--- src/rtl/ktap_pkg.sv ---
package ktap_pkg;

   localparam int IR_W = 6;

   localparam logic [IR_W-1:0] OP_ROUTE  = 6'b000010;
   localparam logic [IR_W-1:0] OP_IDCODE = 6'b000100;
   localparam logic [IR_W-1:0] OP_ID2    = 6'b000101;
   localparam logic [IR_W-1:0] OP_KEY    = 6'b000111;
   localparam logic [IR_W-1:0] OP_BYPASS = 6'b111111;
   localparam logic [IR_W-1:0] IR_CAPTURE_PAT = 6'b000001;

   typedef enum logic [3:0] {
      ST_TLR, ST_RTI,
      ST_SEL_DR, ST_CAP_DR, ST_SH_DR, ST_EX1_DR, ST_PA_DR, ST_EX2_DR, ST_UP_DR,
      ST_SEL_IR, ST_CAP_IR, ST_SH_IR, ST_EX1_IR, ST_PA_IR, ST_EX2_IR, ST_UP_IR
   } tap_state_t;

   typedef enum logic [2:0] {
      SEL_BYP, SEL_ID, SEL_ID2, SEL_KEY, SEL_ROUTE
   } dr_sel_t;

   function automatic tap_state_t tap_next(input tap_state_t s, input logic m);
      case (s)
         ST_TLR:    return m ? ST_TLR    : ST_RTI;
         ST_RTI:    return m ? ST_SEL_DR : ST_RTI;
         ST_SEL_DR: return m ? ST_SEL_IR : ST_CAP_DR;
         ST_CAP_DR: return m ? ST_EX1_DR : ST_SH_DR;
         ST_SH_DR:  return m ? ST_EX1_DR : ST_SH_DR;
         ST_EX1_DR: return m ? ST_UP_DR  : ST_PA_DR;
         ST_PA_DR:  return m ? ST_EX2_DR : ST_PA_DR;
         ST_EX2_DR: return m ? ST_UP_DR  : ST_SH_DR;
         ST_UP_DR:  return m ? ST_SEL_DR : ST_RTI;
         ST_SEL_IR: return m ? ST_TLR    : ST_CAP_IR;
         ST_CAP_IR: return m ? ST_EX1_IR : ST_SH_IR;
         ST_SH_IR:  return m ? ST_EX1_IR : ST_SH_IR;
         ST_EX1_IR: return m ? ST_UP_IR  : ST_PA_IR;
         ST_PA_IR:  return m ? ST_EX2_IR : ST_PA_IR;
         ST_EX2_IR: return m ? ST_UP_IR  : ST_SH_IR;
         default:   return m ? ST_SEL_DR : ST_RTI;
      endcase
   endfunction

endpackage

--- src/rtl/ktap_fsm.sv ---
module ktap_fsm
   import ktap_pkg::*;
(
   input  logic       tck,
   input  logic       trst_n,
   input  logic       tms,
   output tap_state_t state
);

   always_ff @(posedge tck or negedge trst_n) begin
      if (!trst_n) state <= ST_TLR;
      else         state <= tap_next(state, tms);
   end

   assert_tlr_hold_R1: assert property (@(posedge tck) disable iff (!trst_n)
      (state == ST_TLR && tms) |=> state == ST_TLR);
   assert_update_to_idle_R1: assert property (@(posedge tck) disable iff (!trst_n)
      (state == ST_UP_DR && !tms) |=> state == ST_RTI);

endmodule

--- src/rtl/ktap_ir.sv ---
module ktap_ir
   import ktap_pkg::*;
#(
   parameter bit SECOND_ID_EN = 1'b1
)(
   input  logic            tck,
   input  logic            trst_n,
   input  tap_state_t      state,
   input  logic            tdi,
   input  logic            connected,
   output logic [IR_W-1:0] ir_cur,
   output logic            ir_lsb,
   output dr_sel_t         sel
);

   logic [IR_W-1:0] ir_sr;
   dr_sel_t         id2_sel;

   always_ff @(posedge tck or negedge trst_n) begin
      if (!trst_n) begin
         ir_sr  <= IR_CAPTURE_PAT;
         ir_cur <= OP_IDCODE;
      end else begin
         case (state)
            ST_CAP_IR: ir_sr <= IR_CAPTURE_PAT;
            ST_SH_IR:  ir_sr <= {tdi, ir_sr[IR_W-1:1]};
            default:   ir_sr <= ir_sr;
         endcase
         if (state == ST_TLR)        ir_cur <= OP_IDCODE;
         else if (state == ST_UP_IR) ir_cur <= ir_sr;
      end
   end

   assign ir_lsb = ir_sr[0];

   generate
      if (SECOND_ID_EN) begin : g_id2_on
         assign id2_sel = SEL_ID2;
      end else begin : g_id2_off
         assign id2_sel = SEL_BYP;
      end
   endgenerate

   always_comb begin
      case (ir_cur)
         OP_IDCODE: sel = SEL_ID;
         OP_ID2:    sel = id2_sel;
         OP_KEY:    sel = SEL_KEY;
         OP_ROUTE:  sel = connected ? SEL_ROUTE : SEL_BYP;
         default:   sel = SEL_BYP;
      endcase
   end

   assert_ir_capture_R2: assert property (@(posedge tck) disable iff (!trst_n)
      (state == ST_CAP_IR) |=> ir_sr == IR_CAPTURE_PAT);
   assert_ir_update_R3: assert property (@(posedge tck) disable iff (!trst_n)
      (state == ST_UP_IR) |=> ir_cur == $past(ir_sr));
   assert_ir_tlr_R2: assert property (@(posedge tck) disable iff (!trst_n)
      (state == ST_TLR) |=> ir_cur == OP_IDCODE);

endmodule

--- src/rtl/ktap_key.sv ---
module ktap_key
   import ktap_pkg::*;
#(
   parameter int               KEY_W      = 4,
   parameter logic [KEY_W-1:0] UNLOCK_KEY = 4'b1001,
   parameter logic [KEY_W-1:0] RESET_KEY  = 4'b0110
)(
   input  logic             tck,
   input  logic             trst_n,
   input  tap_state_t       state,
   input  logic             upd,
   input  logic             wr_en_bit,
   input  logic [KEY_W-1:0] wr_key,
   output logic [KEY_W-1:0] key,
   output logic             wen,
   output logic             connected
);

   always_ff @(posedge tck or negedge trst_n) begin
      if (!trst_n) begin
         key <= RESET_KEY;
         wen <= 1'b0;
      end else if (state == ST_TLR) begin
         key <= RESET_KEY;
         wen <= 1'b0;
      end else if (upd) begin
         wen <= wr_en_bit;
         if (wr_en_bit) key <= wr_key;
      end
   end

   assign connected = (key == UNLOCK_KEY);

   assert_key_tlr_R8: assert property (@(posedge tck) disable iff (!trst_n)
      (state == ST_TLR) |=> key == RESET_KEY && !connected);
   assert_key_hold_R7: assert property (@(posedge tck) disable iff (!trst_n)
      (state != ST_TLR && !(upd && wr_en_bit)) |=> $stable(key));
   assert_key_write_R7: assert property (@(posedge tck) disable iff (!trst_n)
      (state != ST_TLR && upd && wr_en_bit) |=> key == $past(wr_key));

endmodule

--- src/rtl/keyed_tap_unit.sv ---
module keyed_tap_unit
   import ktap_pkg::*;
#(
   parameter int               ID_W         = 32,
   parameter logic [ID_W-1:0]  ID_CODE      = 32'h1000_A0C5,
   parameter logic [ID_W-1:0]  ID2_CODE     = 32'h2000_B0E3,
   parameter bit               SECOND_ID_EN = 1'b1,
   parameter int               KEY_W        = 4,
   parameter logic [KEY_W-1:0] UNLOCK_KEY   = 4'b1001,
   parameter logic [KEY_W-1:0] RESET_KEY    = 4'b0110
)(
   input  logic            tck,
   input  logic            trst_n,
   input  logic            tms,
   input  logic            tdi,
   input  logic            route_tdo,
   output logic            tdo,
   output logic            tdo_en,
   output logic [IR_W-1:0] instr,
   output logic            route_sel,
   output logic            connected,
   output logic            capture_dr,
   output logic            shift_dr,
   output logic            update_dr
);

   localparam int KREG_W = 8;

   if (ID_W < KREG_W) begin : g_bad_idw
      $error("ID_W must cover the connect register");
   end
   if (KEY_W > KREG_W - 1) begin : g_bad_keyw
      $error("KEY_W leaves no room for the enable bit");
   end
   if (ID_CODE[0] != 1'b1 || ID2_CODE[0] != 1'b1) begin : g_bad_id
      $error("identification codes need bit 0 set");
   end
   if (UNLOCK_KEY == RESET_KEY) begin : g_bad_key
      $error("reset key must differ from the unlock key");
   end

   tap_state_t       state;
   dr_sel_t          sel;
   logic             ir_lsb;
   logic [KEY_W-1:0] key;
   logic             wen;
   logic [ID_W-1:0]  dr_sr, dr_nxt;
   logic [KREG_W-1:0] key_cap;
   logic             tdo_q, tdo_en_q;

   ktap_fsm u_fsm (
      .tck(tck), .trst_n(trst_n), .tms(tms), .state(state)
   );

   ktap_ir #(.SECOND_ID_EN(SECOND_ID_EN)) u_ir (
      .tck(tck), .trst_n(trst_n), .state(state), .tdi(tdi),
      .connected(connected), .ir_cur(instr), .ir_lsb(ir_lsb), .sel(sel)
   );

   ktap_key #(.KEY_W(KEY_W), .UNLOCK_KEY(UNLOCK_KEY), .RESET_KEY(RESET_KEY)) u_key (
      .tck(tck), .trst_n(trst_n), .state(state),
      .upd(state == ST_UP_DR && sel == SEL_KEY),
      .wr_en_bit(dr_sr[KREG_W-1]), .wr_key(dr_sr[KEY_W-1:0]),
      .key(key), .wen(wen), .connected(connected)
   );

   always_comb begin
      key_cap = '0;
      key_cap[KREG_W-1] = wen;
      key_cap[KEY_W-1:0] = key;
   end

   always_comb begin
      dr_nxt = dr_sr;
      if (state == ST_CAP_DR) begin
         dr_nxt = '0;
         case (sel)
            SEL_ID:  dr_nxt = ID_CODE;
            SEL_ID2: dr_nxt = ID2_CODE;
            SEL_KEY: dr_nxt[KREG_W-1:0] = key_cap;
            default: dr_nxt = '0;
         endcase
      end else if (state == ST_SH_DR) begin
         case (sel)
            SEL_ID, SEL_ID2: dr_nxt = {tdi, dr_sr[ID_W-1:1]};
            SEL_KEY:         dr_nxt[KREG_W-1:0] = {tdi, dr_sr[KREG_W-1:1]};
            default:         dr_nxt[0] = tdi;
         endcase
      end
   end

   always_ff @(posedge tck or negedge trst_n) begin
      if (!trst_n) dr_sr <= '0;
      else         dr_sr <= dr_nxt;
   end

   always_ff @(negedge tck or negedge trst_n) begin
      if (!trst_n) begin
         tdo_q    <= 1'b0;
         tdo_en_q <= 1'b0;
      end else begin
         case (state)
            ST_SH_IR: begin
               tdo_q    <= ir_lsb;
               tdo_en_q <= 1'b1;
            end
            ST_SH_DR: begin
               tdo_q    <= (sel == SEL_ROUTE) ? route_tdo : dr_sr[0];
               tdo_en_q <= 1'b1;
            end
            default: begin
               tdo_q    <= 1'b0;
               tdo_en_q <= 1'b0;
            end
         endcase
      end
   end

   assign tdo        = tdo_q;
   assign tdo_en     = tdo_en_q;
   assign route_sel  = (sel == SEL_ROUTE);
   assign capture_dr = (state == ST_CAP_DR);
   assign shift_dr   = (state == ST_SH_DR);
   assign update_dr  = (state == ST_UP_DR);

   assert_bypass_capture_R4: assert property (@(posedge tck) disable iff (!trst_n)
      (state == ST_CAP_DR && sel == SEL_BYP) |=> dr_sr[0] == 1'b0);
   assert_tdo_window_R9: assert property (@(posedge tck) disable iff (!trst_n)
      tdo_en |-> (state == ST_SH_DR || state == ST_SH_IR));
   assert_tdo_quiet_R9: assert property (@(posedge tck) disable iff (!trst_n)
      !tdo_en |-> !tdo);
   assert_route_locked_R5: assert property (@(posedge tck) disable iff (!trst_n)
      (instr == OP_ROUTE && !connected) |-> !route_sel);

endmodule

--- config.mk ---
export PLATFORM = sky130hd
export DESIGN_NAME = keyed_tap_unit
export DESIGN_NICKNAME = d
export VERILOG_FILES = /design/src/rtl/ktap_pkg.sv /design/src/rtl/ktap_fsm.sv /design/src/rtl/ktap_ir.sv /design/src/rtl/ktap_key.sv /design/src/rtl/keyed_tap_unit.sv
export SDC_FILE = /design/constraint.sdc
export NUM_CORES = 1
export LEC_CHECK = 0
export ABC_AREA = 1
export BUFFER_PORTS_ARGS = -buffer_cell sky130_fd_sc_hd__buf_4
export CORE_AREA = 2 2 56 110
export CTS_CLUSTER_SIZE = 12
export DETAILED_ROUTE_END_ITERATION = 7
export DIE_AREA = 0 0 58 112
export PLACE_DENSITY = 0.66
export SKIP_LAST_GASP = 1
export SYNTH_ARGS = -nofsm -noshare
export SYNTH_HDL_FRONTEND = slang
export SYNTH_SLANG_ARGS = --single-unit
--- constraint.sdc ---
create_clock -name tck -period 4.85 [get_ports tck]
set_clock_uncertainty 0.15 [all_clocks]
set_input_delay 0.7275 -clock tck [delete_from_list [all_inputs] [get_ports tck]]
set_output_delay 0.7275 -clock tck [all_outputs]
set_load 0.01 [all_outputs]
==> impl_metrics.ini <==
[drt]
drt_iter0_drc = 99
ant_nets = 0
vias = 2285
wl_per_cell_um = 15.24
routed_wl_mm = 6.386
dr.pass1.iters = 4
drc = 0
viasPerCell = 5.453

[clock_tree]
cts_resized = 0
holdBufCountCts = 0
clock_sinks = 55
clk_pin_slew_ps = 70
cts_buffer_depth = 2
tritoncts = yes
htreeDepth = 2
postCtsSetupRepairBufs = 0
clockRootBuffer = clkbuf_16
cts_buffers = 5
clock_latency_ps = 300

[synth]
synth-xor-area-share = 0
syn_avg_cell_area_um2 = 8.049
yosys.area_share.adder = 0
synth_seq_area_share = 0.5018
yosysUniqueCellTypes = 28
async_flop_share = 1.000
synth-edff-count = 0
synth_top_cell_by_area = dfrtp_1
synth_compound_area_frac = 0.1441
ys_seq_elements = 55
synth_ff_type = dfrtp_1
syn_area_um2 = 2753
synthMuxAreaShare = 0
syn_inst = 342
synth_top_family_by_area = simple AND/OR/NAND/NOR gates
synth.area.top_cells = dfrtp_1 (45%), nand2_1 (10%), nand3_1 (6.4%)
synthSimpleGateAreaFrac = 0.2595
yosysTopAreaCellShare = 0.4455
yosysWarningCount = 0
synth_fp_nets = 347

[power_and_ir_drop]
p_seq_frac = 0.393
irDropWorstVdd_mv = 0.4393
p_sw_frac = 0.4145
p_comb_frac = 0.399
power.leakage_nw = 1.505
p_int_uw = 983.1
p_per_area_nw_per_um2 = 553.6
p_switching_uw = 695.9
clkPwrFrac = 0.208

[worst_setup_path]
cpLargestDelayFamily = flip-flops
r2r_setup_slack_ps = 1090
cp-start-kind = flop
critPathMaxFanout = 1
worstPathArrival_ps = 3240
path_class = reg -> out
r2r_cells = 7
max_stage_delay_ps = 390
worst-path-buf-inv = 1
cp-end-kind = output pin
r2r_end = tdo
crit_slowest_cell = dfrtn_1
crit_path_cell_trace = buf_4
regToRegStartpoint = u_ir.ir_cur[2]
cp.required_ps = 3970

[grt]
gr-usage-all-layers = 0.2164
antenna_found_initial = 0
grt_overflow = 0
grt_max_degree = 37
grt_pass1_vias = 2233
grt_first_pass_wirelength_mm = 10.66

[floorplan]
ios = 18
dieArea_um2 = 6496
num_rows = 39
die_x_um = 58
die-height_um = 112
coreArea_um2 = 5660
start_util = 0.4863

[timing]
rsz0062_at_grt = false
hold_viol_final = 0
setup_viol = 0
timing.final.ws_setup_ps = 734.7
drv_slew = 0
worstMarginPinSlew_ps = 805.6
slew_headroom = 0.4623
finalSetupTns_ps = 0
holdWs_ps = 223.4

[final_layout]
drive_gt1_frac = 0.1704
diodes = 0
finalInstanceArea_um2 = 3033
instances_no_fill = 419
area_growth_pct = 10.18
nNetsFinal = 362

[hold_path]
hp-class = in -> async

[placement]
io_buffers = 17
placed_cell_area_um2 = 2892
dp_hpwl_mm = 4.700
place_ws_ps = 952.4
finalWeightedCongestion = 0.8021
dp_cells = 411

[job]
cap_violations = 0

[outcome]
status = finished, final reports clean
-- per-layer routing --
metal	wire length [µm]	vias to the layer above	track usage
li1	-	1147	-
met1	2513	1098	0.2456
met2	3548	29	0.3811
met3	142	11	0.03600
met4	182	0	0.1008
met5	0	-	0
-- power by group through the flow --
stage | sequential, mW | combinational (mW) | clock [mW]
floorplan | 0.653 | 0.517 | 0
global placement | 0.660 | 0.665 | 0
detailed placement | 0.664 | 0.675 | 0
CTS | 0.657 | 0.677 | 0.361
global route | 0.669 | 0.770 | 0.378
finish | 0.659 | 0.671 | 0.349
-- sequential cells by signal (all words and copies together), names as in the netlist --
signal,cells
u_key.key,4
u_fsm.state,4
u_ir.ir_cur,6
u_ir.ir_sr,6
tdo_en,1
u_key.wen,1
tdo,1
dr_sr,32
-- cell usage in the layout (no fill, tap or decap), types with 2 or more instances in the layout --
cell type  instances
nand2_2            5
nand3_1           35
nand4_1            3
inv_1             42
a31oi_1            3
nor2_1            33
o21ai_0           28
nand3_2            2
buf_4             18
dfstp_2            4
o211ai_1           2
o21ai_2            9
a21oi_1            9
inv_2              8
nor3_1             2
o22ai_1           13
nand2_1           73
dfrtp_1           49
clkbuf_16          5
nor2_2             5
dfrtn_1            2
-- cells by family after synthesis --
family / after synthesis
and+or+nand+nor: 161
AOI/OAI and AO/OA: 66
DFF: 55
buffers and inverters: 60
-- area by class of cell --
cell class | instances | area [µm²]
fillers | 556 | 2628
flip-flops and latches | 55 | 1381
multi-input cells | 227 | 1111
inverters | 50 | 187.7
repair buffers | 18 | 135.1
clock buffers | 6 | 128.9
well taps | 61 | 76.32
clock inverters | 2 | 12.51
-- per-stage QoR --
step	total power, mW	util
final	1.679	0.5358
after global routing	1.817	0.5358
after CTS	1.694	0.5358
after detailed placement	1.339	0.5108
after global placement	1.326	0.5108
after floorplan	1.170	-
-- worst max path at each step --
stage                          from  endpoint  slack [ps]  cells past startpoint
final                        tdo_en    tdo_en         730                      1
after global routing         tdo_en    tdo_en         720                      1
after CTS                    tdo_en    tdo_en         720                      1
after detailed placement  route_tdo       tdo         950                      4
after global placement    route_tdo       tdo         980                      4
after floorplan           route_tdo       tdo        1120                      3
-- synth_stat cells, types with 3 or more instances --
| cell | n |
|---|---|
| a21oi_1 | 9 |
| a31oi_1 | 3 |
| buf_2 | 4 |
| buf_6 | 3 |
| dfrtp_1 | 49 |
| dfstp_2 | 4 |
| inv_1 | 42 |
| inv_2 | 8 |
| nand2_1 | 73 |
| nand2_2 | 5 |
| nand3_1 | 35 |
| nand4_1 | 3 |
| nor2_1 | 33 |
| nor2_2 | 5 |
| o21ai_0 | 28 |
| o21ai_2 | 9 |
| o22ai_1 | 13 |
Power figures use the tool's default switching activity.
